## src/rtl/pwm_evt_pkg.sv

```systemverilog
package pwm_evt_pkg;
  localparam int EVT_N = 6;
  localparam int EV_ZERO  = 0;
  localparam int EV_LOAD  = 1;
  localparam int EV_AUP   = 2;
  localparam int EV_ADOWN = 3;
  localparam int EV_BUP   = 4;
  localparam int EV_BDOWN = 5;
  localparam int INT_LSB  = 0;
  localparam int TRG_LSB  = 8;

  typedef logic [EVT_N-1:0] evtVec_t;

  typedef struct packed {
    evtVec_t clrMask;
    evtVec_t intEn;
    evtVec_t trigEn;
  } ctrlStrb_t;
endpackage

```

## src/rtl/pwm_evt_ctrl.sv

```systemverilog
module pwm_evt_ctrl
  import pwm_evt_pkg::*;
#(
  parameter int REG_W = 32
) (
  input  logic             clk,
  input  logic             rstN,
  input  logic             regWrEn,
  input  logic             regSel,
  input  logic [REG_W-1:0] regWrData,
  output logic [REG_W-1:0] enRd,
  output ctrlStrb_t        strb
);
  evtVec_t intEnQ;
  evtVec_t trigEnQ;
  logic    enWr;
  logic    clrWr;

  assign enWr  = regWrEn && !regSel;
  assign clrWr = regWrEn && regSel;

  always_ff @(posedge clk) begin
    if (!rstN) begin
      intEnQ  <= '0;
      trigEnQ <= '0;
    end else if (enWr) begin
      intEnQ  <= regWrData[INT_LSB +: EVT_N];
      trigEnQ <= regWrData[TRG_LSB +: EVT_N];
    end
  end

  // readback: stored fields placed, everything else reads zero
  for (genvar b = 0; b < REG_W; b++) begin : g_rd
    if (b >= INT_LSB && b < INT_LSB + EVT_N) begin : g_int
      assign enRd[b] = intEnQ[b-INT_LSB];
    end else if (b >= TRG_LSB && b < TRG_LSB + EVT_N) begin : g_trg
      assign enRd[b] = trigEnQ[b-TRG_LSB];
    end else begin : g_rsv
      assign enRd[b] = 1'b0;
    end
  end

  always_comb begin
    strb.intEn   = intEnQ;
    strb.trigEn  = trigEnQ;
    strb.clrMask = clrWr ? regWrData[EVT_N-1:0] : '0;
  end
endmodule

```

## src/rtl/pwm_evt_detect.sv

```systemverilog
module pwm_evt_detect
  import pwm_evt_pkg::*;
#(
  parameter int CNT_W = 16
) (
  input  logic             cntAdv,
  input  logic [CNT_W-1:0] cntVal,
  input  logic             cntDown,
  input  logic [CNT_W-1:0] loadVal,
  input  logic [CNT_W-1:0] cmpA,
  input  logic [CNT_W-1:0] cmpB,
  output evtVec_t          hit
);
  logic eqA;
  logic eqB;

  assign eqA = (cntVal == cmpA);
  assign eqB = (cntVal == cmpB);

  always_comb begin
    hit = '0;
    if (cntAdv) begin
      hit[EV_ZERO]  = (cntVal == '0);
      hit[EV_LOAD]  = (cntVal == loadVal);
      hit[EV_AUP]   = eqA && !cntDown;
      hit[EV_ADOWN] = eqA && cntDown;
      hit[EV_BUP]   = eqB && !cntDown;
      hit[EV_BDOWN] = eqB && cntDown;
    end
  end
endmodule

```

## src/rtl/pwm_evt_dp.sv

```systemverilog
module pwm_evt_dp
  import pwm_evt_pkg::*;
#(
  parameter int CNT_W = 16
) (
  input  logic             clk,
  input  logic             rstN,
  input  logic             cntAdv,
  input  logic [CNT_W-1:0] cntVal,
  input  logic             cntDown,
  input  logic [CNT_W-1:0] loadVal,
  input  logic [CNT_W-1:0] cmpA,
  input  logic [CNT_W-1:0] cmpB,
  input  ctrlStrb_t        strb,
  output evtVec_t          rawStat,
  output logic             intrOut,
  output logic             adcTrig
);
  evtVec_t hit;
  evtVec_t statQ;
  logic    trigQ;

  pwm_evt_detect #(.CNT_W(CNT_W)) u_det (
    .cntAdv (cntAdv),
    .cntVal (cntVal),
    .cntDown(cntDown),
    .loadVal(loadVal),
    .cmpA   (cmpA),
    .cmpB   (cmpB),
    .hit    (hit)
  );

  always_ff @(posedge clk) begin
    if (!rstN) begin
      statQ <= '0;
      trigQ <= 1'b0;
    end else begin
      // a new event outranks a clear in the same cycle
      statQ <= (statQ & ~strb.clrMask) | hit;
      trigQ <= |(hit & strb.trigEn);
    end
  end

  assign rawStat = statQ;
  assign intrOut = |(statQ & strb.intEn);
  assign adcTrig = trigQ;
endmodule

```

## src/rtl/pwm_event_gen.sv

```systemverilog
module pwm_event_gen
  import pwm_evt_pkg::*;
#(
  parameter int CNT_W = 16,
  parameter int REG_W = 32
) (
  input  logic             clk,
  input  logic             rstN,
  input  logic             cntAdv,
  input  logic [CNT_W-1:0] cntVal,
  input  logic             cntDown,
  input  logic [CNT_W-1:0] loadVal,
  input  logic [CNT_W-1:0] cmpA,
  input  logic [CNT_W-1:0] cmpB,
  input  logic             regWrEn,
  input  logic             regSel,
  input  logic [REG_W-1:0] regWrData,
  output logic [REG_W-1:0] enRd,
  output logic [5:0]       rawStat,
  output logic             intrOut,
  output logic             adcTrig
);
  ctrlStrb_t strb;

  pwm_evt_ctrl #(.REG_W(REG_W)) u_ctrl (
    .clk      (clk),
    .rstN     (rstN),
    .regWrEn  (regWrEn),
    .regSel   (regSel),
    .regWrData(regWrData),
    .enRd     (enRd),
    .strb     (strb)
  );

  pwm_evt_dp #(.CNT_W(CNT_W)) u_dp (
    .clk    (clk),
    .rstN   (rstN),
    .cntAdv (cntAdv),
    .cntVal (cntVal),
    .cntDown(cntDown),
    .loadVal(loadVal),
    .cmpA   (cmpA),
    .cmpB   (cmpB),
    .strb   (strb),
    .rawStat(rawStat),
    .intrOut(intrOut),
    .adcTrig(adcTrig)
  );
endmodule

```

## config.mk

```make
export PLATFORM = sky130hd
export DESIGN_NAME = pwm_event_gen
export DESIGN_NICKNAME = d
export VERILOG_FILES = /design/src/rtl/pwm_evt_pkg.sv /design/src/rtl/pwm_evt_ctrl.sv /design/src/rtl/pwm_evt_detect.sv /design/src/rtl/pwm_evt_dp.sv /design/src/rtl/pwm_event_gen.sv
export SDC_FILE = /design/constraint.sdc
export NUM_CORES = 1
export LEC_CHECK = 0
export BUFFER_PORTS_ARGS = -buffer_cell sky130_fd_sc_hd__buf_2
export CORE_MARGIN = 4
export CORE_UTILIZATION = 37
export CTS_CLUSTER_DIAMETER = 150
export CTS_CLUSTER_SIZE = 8
export DETAILED_ROUTE_END_ITERATION = 6
export GPL_ROUTABILITY_DRIVEN = 0
export GPL_TIMING_DRIVEN = 0
export MAX_ROUTING_LAYER = met4
export PLACE_DENSITY = 0.82
export SYNTH_ARGS = -nofsm -noshare
export SYNTH_HDL_FRONTEND = slang
export SYNTH_SLANG_ARGS = --single-unit
```

## constraint.sdc

```tcl
create_clock -name clk -period 1.5 [get_ports clk]
set_clock_uncertainty 0.1 [all_clocks]
set_input_delay 0.3 -clock clk [delete_from_list [all_inputs] [get_ports clk]]
set_output_delay 0.3 -clock clk [all_outputs]
set_load 0.05 [all_outputs]
```

==> reports/metrics.yaml <==
drt:
  topRoutingLayerUsed: "met4"
  met1_length_um: 1920
  vias: 1708
  wl_met2_um: 2610
  first_pass_iters: 4
  wl_met3_um: 286
  drt-initial-drc-count: 58
  viasPerCell: 4.77
  drcViolationCount: 0
  ant_nets: 0
  totalWireLength_um: 4900
  wl_per_cell_um: 13.7
floorplan:
  placeableCoreArea_um2: 3770
  die_x_um: 71.4
  rows: 22
  ioPinCount: 142
  die_h_um: 71.4
  dieArea_um2: 5100
  start_util_pct: 39.4
critical_path:
  cp.arrival_ps: 1080
  cp_slowest_cell: "dfxtp_2"
  rrSetupSlack_ps: 410
  path_max_fanout: 3
  start_kind: "flop"
  slowest_delay_ps: 340
  worst_setup_path_end_kind: "output port"
  critical_path_class: "reg -> out"
  crit_path_cell_trace: "a22oi_2, nand3_2, buf_6"
  cp.required_ps: 1100
sta:
  slew_viol_final: 0
  final.setup.worst_slack_ps: 16.9
  setup_viol: 0
  rsz0062_at_grt: "yes"
  period_minus_slack_ps: 1480
  finalCritPeriodShare_pct: 98.9
  hold_slack_ps: 179
  fmax_ghz: 0.674
  hold_viol: 0
power_and_ir_drop:
  design_power_total_uw: 1470
  ir_worst_vdd_mv: 0.361
  p_per_area_nw_per_um2: 653
  p_leak_uw: 0.00105
outcome:
  status: "finished, final reports clean"
clocking:
  cts.sinks: 19
  clk_latency_ps: 250
  cts-root-buf: "clkbuf_8"
  ctsHoldBuffers: 0
  cts_buffers: 3
  cts_tree: "yes"
  htree_levels: 1
  cts.path.max_buffers: 2
  clk_pin_slew_ps: 70
synthesis:
  synth_warnings: 0
  ys_types: 27
  ys_seq_elements: 19
  synth-seq-area-share_pct: 25.6
  synth_area_um2: 1490
  synthCells: 186
  syn_avg_cell_area_um2: 8.00
layout:
  fin_area_um2: 2240
  diodes: 0
  nNetsFinal: 413
  fin_util_pct: 59.5
  drive_gt1_share_pct: 44.8
  fillers: 355
  area_delta_synth_final_pct: 50.7
global_routing:
  grt_usage_pct: 19.4
  grt_overflow_total: 0
  grt_first_pass_wirelength_um: 7790
  grt_pass1_vias: 1736
  antenna_found_initial: 0
  grt_max_degree: 11
job:
  drv_cap: 0
placed_design:
  pre_cts_ws_ps: -384
  hpwl_um: 4170
  io_buffers: 101
  placed_cell_area_um2: 2130
hold_path:
  worstHoldPathType: "in -> reg"
state kept, by name, summed over array words and instances, names as in the netlist:
signal,count
u_dp.adcTrig,1
u_ctrl.intEnQ,6
u_dp.rawStat,6
u_ctrl.trigEnQ,6
power by group:
group / internal (µW) / total (µW) / switching [µW]
clock: 189 / 351 / 162
sequential: 519 / 531 / 11.9
combinational: 230 / 583 / 353
total: 938 / 1470 / 527
layout by cell type (no fill, tap or decap), drive strengths merged:
cell type / Yosys / layout
a32oi: 3 / 3
a31oi: 1 / 1
conb: 1 / 20
a22oi: 4 / 4
buf: 21 / 122
clkbuf: 3 / 7
nand3: 3 / 3
nor2b: 1 / 1
a21oi: 15 / 15
xnor2: 39 / 39
nor2: 5 / 5
nor4b: 1 / 1
dfxtp: 19 / 19
nand2b: 1 / 1
nand4: 10 / 10
mux2: 2 / 2
clkinv: 1 / 1
and2: 1 / 1
xor2: 9 / 9
nor3: 3 / 3
nor4: 6 / 6
nand3b: 2 / 2
nand2: 35 / 35
cell usage after synthesis:
| cell type | n | area share (%) |
|---|---|---|
| xnor2_1 | 38 | 22 |
| nand2_1 | 35 | 8.8 |
| buf_4 | 20 | 10 |
| dfxtp_1 | 19 | 26 |
| a21oi_1 | 15 | 5.0 |
| nand4_1 | 10 | 4.2 |
| xor2_1 | 9 | 5.3 |
| nor2_1 | 5 | 1.3 |
| a22oi_1 | 4 | 2.0 |
| nor4_1 | 4 | 1.7 |
| a32oi_1 | 3 | 1.8 |
| clkbuf_1 | 3 | 0.76 |
| nand3_1 | 3 | 1.0 |
| mux2_2 | 2 | 1.5 |
| nand3b_1 | 2 | 1.0 |
| nor3_1 | 2 | 0.67 |
| nor4_2 | 2 | 1.7 |
| a31oi_1 | 1 | 0.42 |
| and2_1 | 1 | 0.42 |
| buf_1 | 1 | 0.25 |
| clkinv_1 | 1 | 0.25 |
| conb_1 | 1 | 0.25 |
| nand2b_1 | 1 | 0.42 |
| nor2b_1 | 1 | 0.42 |
| nor3_2 | 1 | 0.67 |
| nor4b_2 | 1 | 1.0 |
| xnor2_2 | 1 | 1.1 |
metal layers:
| metal | vias to the layer above | global-route usage [%] |
|---|---|---|
| li1 | 844 | - |
| met1 | 787 | 21.9 |
| met2 | 69 | 35.8 |
| met3 | 8 | 2.66 |
| met4 | 0 | 4.80 |
| met5 | - | - |
critical path: cells and delay by family, from the launching register on:
kind / cells / cell delay (ps)
buffers and inverters: 1 / 160
AOI/OAI and AO/OA: 1 / 230
DFF: 1 / 340
and+or+nand+nor: 1 / 100
path summary, 6_finish.rpt:
path                                    end  depth (start not counted)                            from
min          u_ctrl.trigEnQ[5]$_SDFFE_PN0P_                          3                   regWrData[13]
min reg2reg  u_ctrl.trigEnQ[4]$_SDFFE_PN0P_                          2  u_ctrl.trigEnQ[4]$_SDFFE_PN0P_
max reg2reg         u_dp.adcTrig$_SDFF_PN0_                          3  u_ctrl.trigEnQ[5]$_SDFFE_PN0P_
max                                 intrOut                          3   u_ctrl.intEnQ[3]$_SDFFE_PN0P_
per-stage QoR:
| step | TNS, ps | instances |
|---|---|---|
| 3_3_place_gp | -729 | 354 |
| 5_1_grt | -32.1 | 358 |
| 3_5_place_dp | -1040 | 354 |
| 4_1_cts | 0 | 358 |
| 2_1_floorplan | 0 | 205 |
| 6_report | 0 | 358 |
layout make-up:
class | instances | area [µm²] | area share [%]
repair buffers | 101 | 512 | 22.8
inverters | 1 | 3.75 | 0.167
well taps | 48 | 60.1 | 2.68
plain buffers | 24 | 165 | 7.37
multi-input cells | 161 | 1070 | 47.9
clock buffers | 4 | 45.0 | 2.01
flip-flops and latches | 19 | 382 | 17.0
cells by family (layout without fill, tap and decap cells):
group	count (synthesis)	after routing	share of synthesized area, %
and+or+nand+nor	68	68	23.3
xor gates and xnor gates	48	48	28.8
buffers and inverters	25	130	11.4
AOI/OAI and AO/OA	23	23	9.25
DFF	19	19	25.6
muxes	2	2	1.51
other	1	20	0.252
what timing repair did:
item,CTS,global route
setup endpoints to repair,2,4
buffers inserted,0,0
pin swaps,0,1
gates resized for setup,4,8
No activity file was read; power rests on OpenSTA's default activity.
